$ cat config.mk
export PLATFORM = sky130hd
export DESIGN_NAME = fwd_unit
export DESIGN_NICKNAME = d
export VERILOG_FILES = /design/src/rtl/fwd_pkg.sv /design/src/rtl/fwd_match.sv /design/src/rtl/fwd_pick.sv /design/src/rtl/fwd_unit.sv
export SDC_FILE = /design/constraint.sdc
export NUM_CORES = 1
export LEC_CHECK = 0
export ABC_CLOCK_PERIOD_IN_PS = 1550
export BUFFER_PORTS_ARGS = -buffer_cell sky130_fd_sc_hd__buf_4
export CAP_MARGIN = 20
export CELL_PAD_IN_SITES_DETAIL_PLACEMENT = 1
export CELL_PAD_IN_SITES_GLOBAL_PLACEMENT = 1
export CORE_MARGIN = 1
export CORE_UTILIZATION = 28
export CTS_CLUSTER_SIZE = 8
export DETAILED_ROUTE_END_ITERATION = 7
export HOLD_SLACK_MARGIN = 0.06
export PLACE_DENSITY = 0.72
export SLEW_MARGIN = 30
export SYNTH_ARGS = -nofsm -noshare
export SYNTH_HDL_FRONTEND = slang
export SYNTH_HIERARCHICAL = 1
export SYNTH_SLANG_ARGS = --single-unit
$ cat constraint.sdc
create_clock -name clk -period 1.55 [get_ports clk]
set_clock_uncertainty 0.2 [all_clocks]
set_input_delay 0.155 -clock clk [delete_from_list [all_inputs] [get_ports clk]]
set_output_delay 0.155 -clock clk [all_outputs]
set_load 0.02 [all_outputs]
$ cat src/rtl/fwd_pkg.sv
package fwd_pkg;

    parameter int REG_W = 5;

    typedef logic [REG_W-1:0] reg_idx_t;

    typedef enum logic [1:0] {
        SEL_RF  = 2'b00,
        SEL_WB  = 2'b01,
        SEL_MEM = 2'b10
    } fwd_sel_e;

    // Destination descriptor of an older in-flight instruction
    typedef struct packed {
        logic     wr;
        reg_idx_t rd;
    } dst_t;

    // A destination is a usable source only if it writes a non-zero register
    function automatic logic dst_live(dst_t d);
        return d.wr && (d.rd != '0);
    endfunction

endpackage

$ cat src/rtl/fwd_match.sv
module fwd_match
    import fwd_pkg::*;
(
    input  dst_t     dst,
    input  reg_idx_t src,
    output logic     hit
);

    always_comb begin
        hit = dst_live(dst) && (dst.rd == src);
    end

endmodule

$ cat src/rtl/fwd_pick.sv
module fwd_pick
    import fwd_pkg::*;
(
    input  logic     mem_hit,
    input  logic     wb_hit,
    output fwd_sel_e sel
);

    // Younger result (execute/memory) wins; its match needs no other qualifier
    always_comb begin
        if (mem_hit)
            sel = SEL_MEM;
        else if (wb_hit)
            sel = SEL_WB;
        else
            sel = SEL_RF;
    end

endmodule

$ cat src/rtl/fwd_unit.sv
module fwd_unit
    import fwd_pkg::*;
(
    input  logic               clk,
    input  logic               rst,
    input  logic [REG_W-1:0]   ex_rs,
    input  logic [REG_W-1:0]   ex_rt,
    input  logic [REG_W-1:0]   mem_rd,
    input  logic               mem_wr,
    input  logic [REG_W-1:0]   wb_rd,
    input  logic               wb_wr,
    output logic [1:0]         fwd_a,
    output logic [1:0]         fwd_b
);

    localparam int NUM_OPS = 2;

    dst_t     mem_dst;
    dst_t     wb_dst;
    reg_idx_t src     [NUM_OPS];
    logic     mem_hit [NUM_OPS];
    logic     wb_hit  [NUM_OPS];
    fwd_sel_e sel_d   [NUM_OPS];
    fwd_sel_e sel_q   [NUM_OPS];

    assign mem_dst = '{wr: mem_wr, rd: mem_rd};
    assign wb_dst  = '{wr: wb_wr,  rd: wb_rd};
    assign src[0]  = ex_rs;
    assign src[1]  = ex_rt;

    for (genvar op = 0; op < NUM_OPS; op++) begin : g_op
        fwd_match u_mem_match (
            .dst (mem_dst),
            .src (src[op]),
            .hit (mem_hit[op])
        );
        fwd_match u_wb_match (
            .dst (wb_dst),
            .src (src[op]),
            .hit (wb_hit[op])
        );
        fwd_pick u_pick (
            .mem_hit (mem_hit[op]),
            .wb_hit  (wb_hit[op]),
            .sel     (sel_d[op])
        );

        always_ff @(posedge clk) begin
            if (rst)
                sel_q[op] <= SEL_RF;
            else
                sel_q[op] <= sel_d[op];
        end
    end

    assign fwd_a = sel_q[0];
    assign fwd_b = sel_q[1];

    // ---------------- assertions ----------------
    p_no_code3_r2: assert property (@(posedge clk) disable iff (rst)
        (fwd_a != 2'b11) && (fwd_b != 2'b11));

    p_idle_stages_r3: assert property (@(posedge clk) disable iff (rst)
        (!mem_wr && !wb_wr) |=> (fwd_a == 2'b00) && (fwd_b == 2'b00));

    p_zero_dest_r4: assert property (@(posedge clk) disable iff (rst)
        (mem_rd == '0 && wb_rd == '0) |=> (fwd_a == 2'b00) && (fwd_b == 2'b00));

    p_mem_wins_a_r5: assert property (@(posedge clk) disable iff (rst)
        (mem_wr && mem_rd != '0 && mem_rd == ex_rs) |=> (fwd_a == 2'b10));

    p_mem_wins_b_r6: assert property (@(posedge clk) disable iff (rst)
        (mem_wr && mem_rd != '0 && mem_rd == ex_rt) |=> (fwd_b == 2'b10));

    p_wb_path_a_r1: assert property (@(posedge clk) disable iff (rst)
        (wb_wr && wb_rd != '0 && wb_rd == ex_rs &&
         !(mem_wr && mem_rd == ex_rs)) |=> (fwd_a == 2'b01));

endmodule

==> impl_metrics.prom, run 1 <==
# TYPE chip_impl_metric gauge
chip_impl_metric{name="port_buffers",unit=""} 27
chip_impl_info{name="hold_path_class",value="in -> reg"} 1
chip_impl_metric{name="crit_required",unit="ps"} 1470
chip_impl_info{name="worst_setup_path_start_kind",value="input pin"} 1
chip_impl_metric{name="syn-mean-instance-area",unit="um2"} 8.71
chip_impl_metric{name="track_usage",unit=""} 0.145
chip_impl_metric{name="maximum_number_of_pins_on_one_net_before_global_route_repair",unit=""} 5
chip_impl_metric{name="synth_nets",unit=""} 76
chip_impl_metric{name="die_x",unit="um"} 42.2
chip_impl_metric{name="timing.final.crit_share",unit=""} 0.752
chip_impl_info{name="critical_path.top_delay_family",value="simple AND/OR/NAND/NOR gates"} 1
chip_impl_metric{name="place.detailed.hpwl",unit="mm"} 1.04
chip_impl_metric{name="largest_register_ffs",unit=""} 4
chip_impl_metric{name="clk_pin_slew_worst_paths",unit="ps"} 30
chip_impl_metric{name="antenna_violating_nets_post_route",unit=""} 0
chip_impl_metric{name="worst_ep_arrival",unit="ps"} 1090
chip_impl_metric{name="globalRoute.totalOverflow",unit=""} 0
chip_impl_metric{name="num_vias",unit=""} 460
chip_impl_metric{name="cts_inserted_buffers",unit=""} 3
chip_impl_metric{name="design.die.area",unit="um2"} 1780
chip_impl_info{name="ctsRootBufferMaster",value="sky130_fd_sc_hd__clkbuf_4"} 1
chip_impl_metric{name="grt_pass1_vias",unit=""} 494
chip_impl_info{name="cts_tree",value="built"} 1
chip_impl_metric{name="finalWirelength",unit="mm"} 1.12
chip_impl_info{name="timing_worst_setup_path_type",value="in -> reg"} 1
chip_impl_metric{name="slew_viol_final",unit=""} 0
chip_impl_metric{name="grt_first_pass_wirelength",unit="mm"} 1.95
chip_impl_metric{name="cts_resized",unit=""} 0
chip_impl_metric{name="finalSetupViolCount",unit=""} 0
chip_impl_metric{name="crit_path_max_fanout",unit=""} 2
chip_impl_metric{name="ir_drop",unit="V"} 0.000168
chip_impl_metric{name="place.gp.congestion",unit=""} 0.643
chip_impl_info{name="most-common-layout-cells",value="sky130_fd_sc_hd__buf_4, sky130_fd_sc_hd__xor2_1"} 1
chip_impl_metric{name="dieHeight",unit="um"} 42.2
chip_impl_info{name="layout.cells.most_common",value="sky130_fd_sc_hd__buf_4"} 1
chip_impl_metric{name="max_slew.worst_pin.slew",unit="ps"} 230
chip_impl_metric{name="drt-pass1-iter-count",unit=""} 4
chip_impl_metric{name="synth.ff_latch_count",unit=""} 4
chip_impl_metric{name="synth_warnings",unit=""} 6
chip_impl_metric{name="routedWlPerCell",unit="um"} 11.5
chip_impl_info{name="worst_setup_path_end_kind",value="register"} 1
chip_impl_info{name="cp_cell_sequence",value="buf_4 > xor2_1 > nor3_1 > and4_1 > nor2b_4 > nor2b_1"} 1
chip_impl_metric{name="timing.max_cap.violations",unit=""} 0
chip_impl_metric{name="hold_viol",unit=""} 0
chip_impl_info{name="grt_setup_unrepaired",value="no"} 1
chip_impl_info{name="synthTopCellsByArea",value="sky130_fd_sc_hd__xor2_1, sky130_fd_sc_hd__dfxtp_1, sky130_fd_sc_hd__nor4_2"} 1
chip_impl_metric{name="synth_seq_area_share",unit=""} 0.177
chip_impl_info{name="cpMaxStageDelayCell",value="sky130_fd_sc_hd__and4_1"} 1
chip_impl_metric{name="layout-area-overhead-vs-synth",unit="%"} 53.0
chip_impl_metric{name="floorplan.rows",unit=""} 14
chip_impl_metric{name="routed_via_density",unit=""} 4.74
chip_impl_metric{name="total_leakage_power",unit="nW"} 0.301
chip_impl_metric{name="cp_slowest_stage_delay",unit="ps"} 290
chip_impl_metric{name="cts_post_setup_buffers_inserted",unit=""} 0
chip_impl_metric{name="antennaDiodeCount",unit=""} 0
chip_impl_metric{name="critical_path.n_buffers_inverters",unit=""} 1
chip_impl_metric{name="htreeDepth",unit=""} 1
chip_impl_metric{name="synthesis.area",unit="um2"} 453
chip_impl_info{name="top_registers",value="sel_q x4"} 1
chip_impl_info{name="status",value="finished clean"} 1
chip_impl_metric{name="yosys.cell_types.count",unit=""} 12
chip_impl_metric{name="initial_antenna_violation_count",unit=""} 0
chip_impl_metric{name="clock_tree.buffer_depth",unit=""} 2
chip_impl_metric{name="first_iter_violations",unit=""} 4
chip_impl_metric{name="synthesis.instances",unit=""} 52
chip_impl_metric{name="num_io_pins",unit=""} 28
chip_impl_metric{name="layout_min_cycle_time",unit="ps"} 1170
chip_impl_metric{name="design.core.area",unit="um2"} 1510
chip_impl_metric{name="synth.top_cell.area_share",unit=""} 0.232
chip_impl_metric{name="drive_above_1_share",unit=""} 0.444
chip_impl_metric{name="fin_cells",unit=""} 97
chip_impl_metric{name="floorplan.initialDensity",unit=""} 0.301
chip_impl_info{name="biggest_register",value="sel_q"} 1
chip_impl_metric{name="clkSinkCount",unit=""} 4
chip_impl_metric{name="fmax",unit="MHz"} 858
chip_impl_metric{name="max-slew-margin-rel",unit=""} 0.845
chip_impl_info{name="synth_area_leader_cell",value="sky130_fd_sc_hd__xor2_1"} 1
chip_impl_metric{name="dr_drc_count",unit=""} 0
chip_impl_metric{name="fin_nets",unit=""} 107
chip_impl_metric{name="power_per_cell_area",unit="nW/um2"} 515
chip_impl_metric{name="total_neg_setup_slack",unit="ps"} 0
chip_impl_metric{name="placedCellCount",unit=""} 93
[metal layers]
metal | track usage | up-vias | share of wire
li1 | - | 236 | -
met2 | 0.249 | 16 | 0.50
met1 | 0.171 | 206 | 0.45
met5 | 0 | - | 0
met4 | 0.0938 | 0 | 0.0080
met3 | 0.0129 | 2 | 0.040
[per-stage QoR]
stage                     hold slack (ps)  total power [W]  setup WS (ps)  cell area [um2]   util
after global routing                  210         0.000382            217              693  0.460
after CTS                             191         0.000368            356              693  0.460
after detailed placement              150         0.000236            115              661  0.439
after global placement                145         0.000234            125              661  0.439
final                                 199         0.000357            384              693  0.460
after floorplan                      26.6         0.000155            320              453      -
[cell families (layout without fill, tap and decap cells)]
kind of cell,count (synthesis),count (layout),synth area share
buffers and inverters,2,31,0.0331
XOR/XNOR,16,16,0.309
AO/OA/AOI/OAI,4,4,0.0442
flip-flops,4,4,0.177
AND/OR/NAND/NOR,26,26,0.436
[worst paths after layout]
| path | startpoint | cells after the start | endpoint |
|---|---|---|---|
| worst max-delay path | ex_rs[3] | 6 | sel_q[0][0]$_SDFF_PP0_ |
| worst min-delay path | mem_wr | 3 | sel_q[1][1]$_SDFF_PP0_ |
[cells in the mapped netlist]
cell                      number
sky130_fd_sc_hd__dfxtp_1       4
sky130_fd_sc_hd__nor2b_4       2
sky130_fd_sc_hd__nor3_1        4
sky130_fd_sc_hd__and4_1        4
sky130_fd_sc_hd__xor2_1       12
sky130_fd_sc_hd__nand2_1       4
sky130_fd_sc_hd__nor4_2        4
sky130_fd_sc_hd__buf_4         2
sky130_fd_sc_hd__o21ai_1       4
sky130_fd_sc_hd__nor2b_1       4
sky130_fd_sc_hd__xnor2_1       4
sky130_fd_sc_hd__or2_0         4
[final cells by class]
cell class              count  area (um2)
flip-flops and latches      4        80.1
well taps                  16        20.0
fillers                   187         813
repair buffers             28         213
clock buffers               3        22.5
multi-input cells          46         358
[power by group]
part	switching, W	total, W	internal (W)
Sequential	0.000000203	0.000105	0.000104
Combinational	0.0000562	0.000129	0.0000727
Clock	0.0000375	0.000124	0.0000863
Total	0.0000939	0.000357	0.000263
[tightest hold or removal path, cell delays in order]
cell and delay, ps:
sky130_fd_sc_hd__buf_4 110, sky130_fd_sc_hd__and4_1 180, sky130_fd_sc_hd__nor2b_1 130
[timing repair]
action	4_1_cts	5_1_grt
endpoints found under the hold margin	4	0
hold buffers	1	0
endpoints found under the setup margin	0	0
No activity file was read; power rests on OpenSTA's default activity.
==> inputs of run 2 (changes only) <==
--- a/config.mk
+++ b/config.mk
@@ -5,17 +5,17 @@
 export SDC_FILE = /design/constraint.sdc
 export NUM_CORES = 1
 export LEC_CHECK = 0
-export ABC_CLOCK_PERIOD_IN_PS = 1550
+export ABC_CLOCK_PERIOD_IN_PS = 1050
 export BUFFER_PORTS_ARGS = -buffer_cell sky130_fd_sc_hd__buf_4
 export CAP_MARGIN = 20
 export CELL_PAD_IN_SITES_DETAIL_PLACEMENT = 1
 export CELL_PAD_IN_SITES_GLOBAL_PLACEMENT = 1
 export CORE_MARGIN = 1
-export CORE_UTILIZATION = 28
+export CORE_UTILIZATION = 25
 export CTS_CLUSTER_SIZE = 8
 export DETAILED_ROUTE_END_ITERATION = 7
 export HOLD_SLACK_MARGIN = 0.06
-export PLACE_DENSITY = 0.72
+export PLACE_DENSITY = 0.68
 export SLEW_MARGIN = 30
 export SYNTH_ARGS = -nofsm -noshare
 export SYNTH_HDL_FRONTEND = slang
==> constraint.sdc (replaced) <==
create_clock -name clk -period 1.05 [get_ports clk]
set_clock_uncertainty 0.2 [all_clocks]
set_input_delay 0.105 -clock clk [delete_from_list [all_inputs] [get_ports clk]]
set_output_delay 0.105 -clock clk [all_outputs]
set_load 0.02 [all_outputs]
==> impl_metrics.prom, run 2 (same netlist as run 1, synthesis figures left out) <==
# TYPE chip_impl_metric gauge
chip_impl_metric{name="clkSinkCount",unit=""} 4
chip_impl_info{name="whs_endpoint",value="sel_q[0][1]$_SDFF_PP0_"} 1
chip_impl_metric{name="clk_pin_slew_worst_paths",unit="ps"} 40
chip_impl_metric{name="power.share.combinational",unit=""} 0.431
chip_impl_metric{name="power_frac_clock",unit=""} 0.314
chip_impl_metric{name="slew_viol_final",unit=""} 0
chip_impl_metric{name="antennaDiodeCount",unit=""} 0
chip_impl_metric{name="final_design_instance_area_without_fill",unit="um2"} 865
chip_impl_metric{name="antenna_violating_nets_post_route",unit=""} 0
chip_impl_metric{name="grt_pass1_vias",unit=""} 529
chip_impl_metric{name="drt-pass1-iter-count",unit=""} 6
chip_impl_metric{name="drive_above_1_share",unit=""} 0.545
chip_impl_metric{name="max-slew-margin-rel",unit=""} 0.865
chip_impl_metric{name="initial_antenna_violation_count",unit=""} 0
chip_impl_metric{name="power.net_switching",unit="W"} 0.000171
chip_impl_info{name="layout.cells.most_common",value="sky130_fd_sc_hd__buf_4"} 1
chip_impl_metric{name="largest_register_ffs",unit=""} 4
chip_impl_metric{name="dr_drc_count",unit=""} 0
chip_impl_metric{name="num_vias",unit=""} 498
chip_impl_info{name="cts_tree",value="built"} 1
chip_impl_info{name="cpMaxStageDelayCell",value="sky130_fd_sc_hd__and4_4"} 1
chip_impl_info{name="biggest_register",value="sel_q"} 1
chip_impl_metric{name="design.core.area",unit="um2"} 1710
chip_impl_metric{name="globalRoute.totalOverflow",unit=""} 0
chip_impl_metric{name="first_iter_violations",unit=""} 5
chip_impl_metric{name="min_delay_path_depth",unit=""} 3
chip_impl_metric{name="crit_path_max_fanout",unit=""} 3
chip_impl_metric{name="fin_nets",unit=""} 114
chip_impl_metric{name="design.die.area",unit="um2"} 1990
chip_impl_info{name="worst_setup_path_end_kind",value="register"} 1
chip_impl_info{name="timing_worst_setup_path_type",value="in -> reg"} 1
chip_impl_metric{name="finalHoldWorstSlack",unit="ps"} 141
chip_impl_metric{name="power.internal",unit="W"} 0.000433
chip_impl_metric{name="power_frac_seq",unit=""} 0.256
chip_impl_metric{name="htreeDepth",unit=""} 1
chip_impl_metric{name="dpl-instance-area",unit="um2"} 754
chip_impl_metric{name="swShare",unit=""} 0.284
chip_impl_info{name="ctsRootBufferMaster",value="sky130_fd_sc_hd__clkbuf_4"} 1
chip_impl_metric{name="routedWlPerCell",unit="um"} 12.3
chip_impl_metric{name="port_buffers",unit=""} 27
chip_impl_metric{name="ir_drop",unit="V"} 0.000269
chip_impl_metric{name="die_x",unit="um"} 44.6
chip_impl_metric{name="place.detailed.hpwl",unit="mm"} 1.19
chip_impl_metric{name="final.setup.worst_slack",unit="ps"} -1.29
chip_impl_metric{name="clock_tree.buffer_depth",unit=""} 2
chip_impl_metric{name="timing.final.crit_share",unit=""} 1.00
chip_impl_metric{name="hold_viol",unit=""} 0
chip_impl_metric{name="layout_min_cycle_time",unit="ps"} 1050
chip_impl_metric{name="maximum_number_of_pins_on_one_net_before_global_route_repair",unit=""} 5
chip_impl_metric{name="worst_ep_arrival",unit="ps"} 980
chip_impl_metric{name="fmax",unit="MHz"} 951
chip_impl_metric{name="max_slew.worst_pin.slew",unit="ps"} 200
chip_impl_info{name="hold_path_class",value="in -> reg"} 1
chip_impl_metric{name="cts_inserted_buffers",unit=""} 3
chip_impl_info{name="violations",value="setup timing"} 1
chip_impl_metric{name="track_usage",unit=""} 0.163
chip_impl_info{name="cp_cell_sequence",value="buf_4 > or2_0 > o21ai_1 > and4_4 > nor2b_4 > nor2b_1"} 1
chip_impl_metric{name="layout-area-overhead-vs-synth",unit="%"} 90.9
chip_impl_metric{name="finalWirelength",unit="mm"} 1.39
chip_impl_info{name="worst_setup_path_start_kind",value="input pin"} 1
chip_impl_metric{name="timing.max_cap.violations",unit=""} 0
chip_impl_info{name="status",value="complete, but fails checks"} 1
chip_impl_metric{name="dieHeight",unit="um"} 44.6
chip_impl_metric{name="num_io_pins",unit=""} 28
chip_impl_metric{name="grt_first_pass_wirelength",unit="mm"} 2.21
chip_impl_metric{name="place.gp.congestion",unit=""} 0.687
chip_impl_metric{name="crit_required",unit="ps"} 980
chip_impl_metric{name="cp_slowest_stage_delay",unit="ps"} 250
chip_impl_metric{name="num-fill-cells",unit=""} 206
chip_impl_metric{name="finalSetupViolCount",unit=""} 1
chip_impl_metric{name="routed_via_density",unit=""} 4.41
chip_impl_metric{name="floorplan.rows",unit=""} 15
chip_impl_info{name="most-common-layout-cells",value="sky130_fd_sc_hd__buf_4, sky130_fd_sc_hd__xor2_1, sky130_fd_sc_hd__buf_6"} 1
chip_impl_metric{name="floorplan.initialDensity",unit=""} 0.265
chip_impl_info{name="grt_setup_unrepaired",value="yes"} 1
chip_impl_info{name="min_from",value="mem_wr"} 1
chip_impl_metric{name="total_leakage_power",unit="nW"} 0.364
chip_impl_info{name="top_registers",value="sel_q x4"} 1
chip_impl_metric{name="power_per_cell_area",unit="nW/um2"} 699
[run 2: power by group through the flow]
stage | combinational (W) | clock (W) | sequential, W
after global routing | 0.000281 | 0.000212 | 0.000154
after detailed placement | 0.000227 | 0 | 0.000157
after floorplan | 0.0000727 | 0 | 0.000158
final | 0.000260 | 0.000190 | 0.000154
after CTS | 0.000254 | 0.000205 | 0.000154
after global placement | 0.000220 | 0 | 0.000157
[run 2: how the worst max path moves through the flow]
stage / depth (start not counted) / start / end / slack (ps)
6_report: 6 / mem_rd[4] / sel_q[0][0]$_SDFF_PP0_ / -1
5_1_grt: 6 / wb_rd[1] / sel_q[0][0]$_SDFF_PP0_ / -50
4_1_cts: 6 / ex_rs[1] / sel_q[0][0]$_SDFF_PP0_ / -10
3_5_place_dp: 6 / ex_rs[3] / sel_q[0][0]$_SDFF_PP0_ / -310
3_3_place_gp: 6 / wb_rd[0] / sel_q[0][0]$_SDFF_PP0_ / -310
2_1_floorplan: 5 / mem_rd[0] / sel_q[0][1]$_SDFF_PP0_ / -80
[run 2: per-stage QoR]
| step | instances | total power, W | TNS, ps | worst slack [ps] | util |
|---|---|---|---|---|---|
| 2_1_floorplan | 52 | 0.000231 | -317 | -84.5 | - |
| 3_3_place_gp | 109 | 0.000377 | -1100 | -308 | 0.442 |
| 5_1_grt | 113 | 0.000647 | -86.0 | -45.8 | 0.506 |
| 6_report | 113 | 0.000604 | -1.29 | -1.29 | 0.506 |
| 4_1_cts | 113 | 0.000613 | -10.2 | -10.2 | 0.493 |
| 3_5_place_dp | 109 | 0.000384 | -1130 | -313 | 0.442 |
[run 2: cell type report]
cell class                 count  area (um2)  share of cell area
tap                           25        31.3              0.0362
multi-input combinational     46         410               0.475
clock buffer                   3        22.5              0.0260
sequential                     4        80.1              0.0926
timing repair buffer          35         320               0.370
[run 2: metal layers]
layer,part of all wire,up-vias,GRT usage
met2,0.58,20,0.321
met4,0,0,0.0727
li1,-,252,-
met3,0.032,0,0.0245
met1,0.39,226,0.165
met5,0,-,0
[run 2: worst max-delay path: cells and delay by family]
family / cells / cell delay, ps
AO/OA/AOI/OAI: 1 / 150
buffers and inverters: 1 / 110
AND/OR/NAND/NOR: 4 / 600
[run 2: repair_timing]
item,in CTS,in global routing
endpoints found under the hold margin,4,0
buffers inserted,0,0
pin swaps,14,10
endpoints found under the setup margin,4,4
hold buffers,1,0
gates resized for setup,13,6
gates cloned,0,0
==> inputs of run 3 (changes only) <==
--- a/config.mk
+++ b/config.mk
@@ -5,17 +5,18 @@
 export SDC_FILE = /design/constraint.sdc
 export NUM_CORES = 1
 export LEC_CHECK = 0
-export ABC_CLOCK_PERIOD_IN_PS = 1050
+export ABC_CLOCK_PERIOD_IN_PS = 1150
 export BUFFER_PORTS_ARGS = -buffer_cell sky130_fd_sc_hd__buf_4
 export CAP_MARGIN = 20
 export CELL_PAD_IN_SITES_DETAIL_PLACEMENT = 1
 export CELL_PAD_IN_SITES_GLOBAL_PLACEMENT = 1
 export CORE_MARGIN = 1
-export CORE_UTILIZATION = 25
+export CORE_UTILIZATION = 28
 export CTS_CLUSTER_SIZE = 8
 export DETAILED_ROUTE_END_ITERATION = 7
 export HOLD_SLACK_MARGIN = 0.06
-export PLACE_DENSITY = 0.68
+export PLACE_DENSITY = 0.72
+export SKIP_CTS_REPAIR_TIMING = 1
 export SLEW_MARGIN = 30
 export SYNTH_ARGS = -nofsm -noshare
 export SYNTH_HDL_FRONTEND = slang
==> constraint.sdc (replaced) <==
create_clock -name clk -period 1.15 [get_ports clk]
set_clock_uncertainty 0.2 [all_clocks]
set_input_delay 0.115 -clock clk [delete_from_list [all_inputs] [get_ports clk]]
set_output_delay 0.115 -clock clk [all_outputs]
set_load 0.02 [all_outputs]
==> impl_metrics.prom, run 3 (same netlist as run 1, synthesis figures left out) <==
# TYPE chip_impl_metric gauge
chip_impl_metric{name="finalSetupViolCount",unit=""} 0
chip_impl_metric{name="crit_required",unit="ps"} 1070
chip_impl_metric{name="finalHoldWorstSlack",unit="ps"} 191
chip_impl_metric{name="antenna_violating_nets_post_route",unit=""} 0
chip_impl_metric{name="dr_drc_count",unit=""} 0
chip_impl_info{name="worst_setup_path_end_kind",value="register"} 1
chip_impl_metric{name="grt_pass1_vias",unit=""} 543
chip_impl_metric{name="num-fill-cells",unit=""} 186
chip_impl_metric{name="place.gp.congestion",unit=""} 0.680
chip_impl_metric{name="dpl-instance-area",unit="um2"} 706
chip_impl_metric{name="length_of_routed_met2_wiring",unit="um"} 700
chip_impl_metric{name="timing.final.crit_share",unit=""} 0.975
chip_impl_metric{name="design.core.area",unit="um2"} 1510
chip_impl_metric{name="dieHeight",unit="um"} 42.2
chip_impl_metric{name="globalRoute.totalOverflow",unit=""} 0
chip_impl_metric{name="slew_viol_final",unit=""} 0
chip_impl_metric{name="first_iter_violations",unit=""} 1
chip_impl_metric{name="track_usage",unit=""} 0.162
chip_impl_metric{name="initial_antenna_violation_count",unit=""} 0
chip_impl_metric{name="clkSinkCount",unit=""} 4
chip_impl_metric{name="drive_above_1_share",unit=""} 0.540
chip_impl_info{name="timing_worst_setup_path_type",value="in -> reg"} 1
chip_impl_metric{name="crit_path_max_fanout",unit=""} 2
chip_impl_metric{name="routed_via_density",unit=""} 4.57
chip_impl_info{name="worst_setup_path_start_kind",value="input pin"} 1
chip_impl_info{name="route.top_layer_used",value="met4"} 1
chip_impl_metric{name="design.die.area",unit="um2"} 1780
chip_impl_metric{name="floorplan.initialDensity",unit=""} 0.301
chip_impl_metric{name="layout-area-overhead-vs-synth",unit="%"} 73.5
chip_impl_metric{name="fmax",unit="MHz"} 892
chip_impl_metric{name="met3_wirelength",unit="um"} 37
chip_impl_metric{name="maximum_number_of_pins_on_one_net_before_global_route_repair",unit=""} 5
chip_impl_metric{name="max_slew.worst_pin.slew",unit="ps"} 214
chip_impl_metric{name="total_leakage_power",unit="nW"} 0.338
chip_impl_metric{name="floorplan.rows",unit=""} 14
chip_impl_metric{name="power_per_cell_area",unit="nW/um2"} 653
chip_impl_metric{name="grt_first_pass_wirelength",unit="mm"} 2.19
chip_impl_metric{name="finalWirelength",unit="mm"} 1.28
chip_impl_info{name="cts_tree",value="built"} 1
chip_impl_metric{name="port_buffers",unit=""} 27
chip_impl_metric{name="largest_register_ffs",unit=""} 4
chip_impl_metric{name="area.sequential",unit="um2"} 80.1
chip_impl_metric{name="clock_tree.buffer_depth",unit=""} 2
chip_impl_metric{name="design_power_total",unit="W"} 0.000513
chip_impl_metric{name="num_io_pins",unit=""} 28
chip_impl_metric{name="antennaDiodeCount",unit=""} 0
chip_impl_info{name="top_registers",value="sel_q x4"} 1
chip_impl_info{name="hold_path_class",value="in -> reg"} 1
chip_impl_metric{name="layout_min_cycle_time",unit="ps"} 1120
chip_impl_metric{name="routedWlPerCell",unit="um"} 12.5
chip_impl_metric{name="place.detailed.hpwl",unit="mm"} 1.16
chip_impl_metric{name="hold_viol",unit=""} 0
chip_impl_metric{name="timing.max_cap.violations",unit=""} 0
chip_impl_metric{name="final_design_instance_area_without_fill",unit="um2"} 786
chip_impl_metric{name="clk_pin_slew_worst_paths",unit="ps"} 30
chip_impl_info{name="status",value="finished clean"} 1
chip_impl_info{name="ctsRootBufferMaster",value="sky130_fd_sc_hd__clkbuf_4"} 1
chip_impl_metric{name="multi_input_area",unit="um2"} 402
chip_impl_metric{name="min_delay_path_depth",unit=""} 3
chip_impl_metric{name="wl_met1",unit="um"} 538
chip_impl_metric{name="fin_nets",unit=""} 113
chip_impl_metric{name="drt-pass1-iter-count",unit=""} 2
chip_impl_metric{name="fin_cells",unit=""} 103
chip_impl_metric{name="num_vias",unit=""} 471
chip_impl_metric{name="worst_ep_arrival",unit="ps"} 1040
chip_impl_metric{name="htreeDepth",unit=""} 1
chip_impl_info{name="most-common-layout-cells",value="sky130_fd_sc_hd__buf_4, sky130_fd_sc_hd__xor2_1"} 1
chip_impl_info{name="layout.cells.most_common",value="sky130_fd_sc_hd__buf_4"} 1
chip_impl_metric{name="die_x",unit="um"} 42.2
chip_impl_metric{name="cts_inserted_buffers",unit=""} 3
chip_impl_metric{name="placedCellCount",unit=""} 99
chip_impl_metric{name="max-slew-margin-rel",unit=""} 0.856
chip_impl_metric{name="ir_drop",unit="V"} 0.000255
chip_impl_info{name="biggest_register",value="sel_q"} 1
## run 3: changes by cell type in the layout (fill, tap and decap cells not counted), moves of 2 or more
cell and delta:
sky130_fd_sc_hd__nor4_2 +2, sky130_fd_sc_hd__and4_4 -2, sky130_fd_sc_hd__buf_6 -5, sky130_fd_sc_hd__buf_4 +7
sky130_fd_sc_hd__nor4_4 -2, sky130_fd_sc_hd__buf_12 -2
## run 3: final timing paths
kind                  from                endpoint  slack (ps)
setup / recovery  ex_rs[3]  sel_q[0][0]$_SDFF_PP0_          30
hold / removal      mem_wr  sel_q[1][1]$_SDFF_PP0_         190
## run 3: cell type report
class,count,share of cell area
multi-input combinational,46,0.511
timing repair buffer,34,0.333
sequential,4,0.102
clock buffer,3,0.0287
tap,16,0.0255
## run 3: critical path, stage by stage
cell and delay [ps]:
sky130_fd_sc_hd__buf_4 120, sky130_fd_sc_hd__xor2_1 150, sky130_fd_sc_hd__nor3_1 200, sky130_fd_sc_hd__and4_2 290
sky130_fd_sc_hd__nor2b_4 40, sky130_fd_sc_hd__nor2b_1 120
## run 3: power by group
part           switching [W]  internal, W  leakage (nW)
combinational      0.0000910     0.000117         0.292
sequential       0.000000311     0.000141        0.0322
clock              0.0000478     0.000116        0.0138
## run 3: routing by layer
layer / GRT usage / vias up
li1: - / 249
met5: 0 / -
met4: 0.0750 / 0
met1: 0.181 / 206
met2: 0.305 / 14
met3: 0.0129 / 2
## run 3: stage by stage
| stage | setup TNS [ps] | utilization | setup slack (ps) |
|---|---|---|---|
| after detailed placement | -748 | 0.468 | -262 |
| final | 0 | 0.522 | 29.2 |
| after floorplan | 0 | - | 1.72 |
| after CTS | -23.9 | 0.483 | -23.9 |
| after global routing | -16.4 | 0.522 | -16.4 |
| after global placement | -679 | 0.468 | -234 |
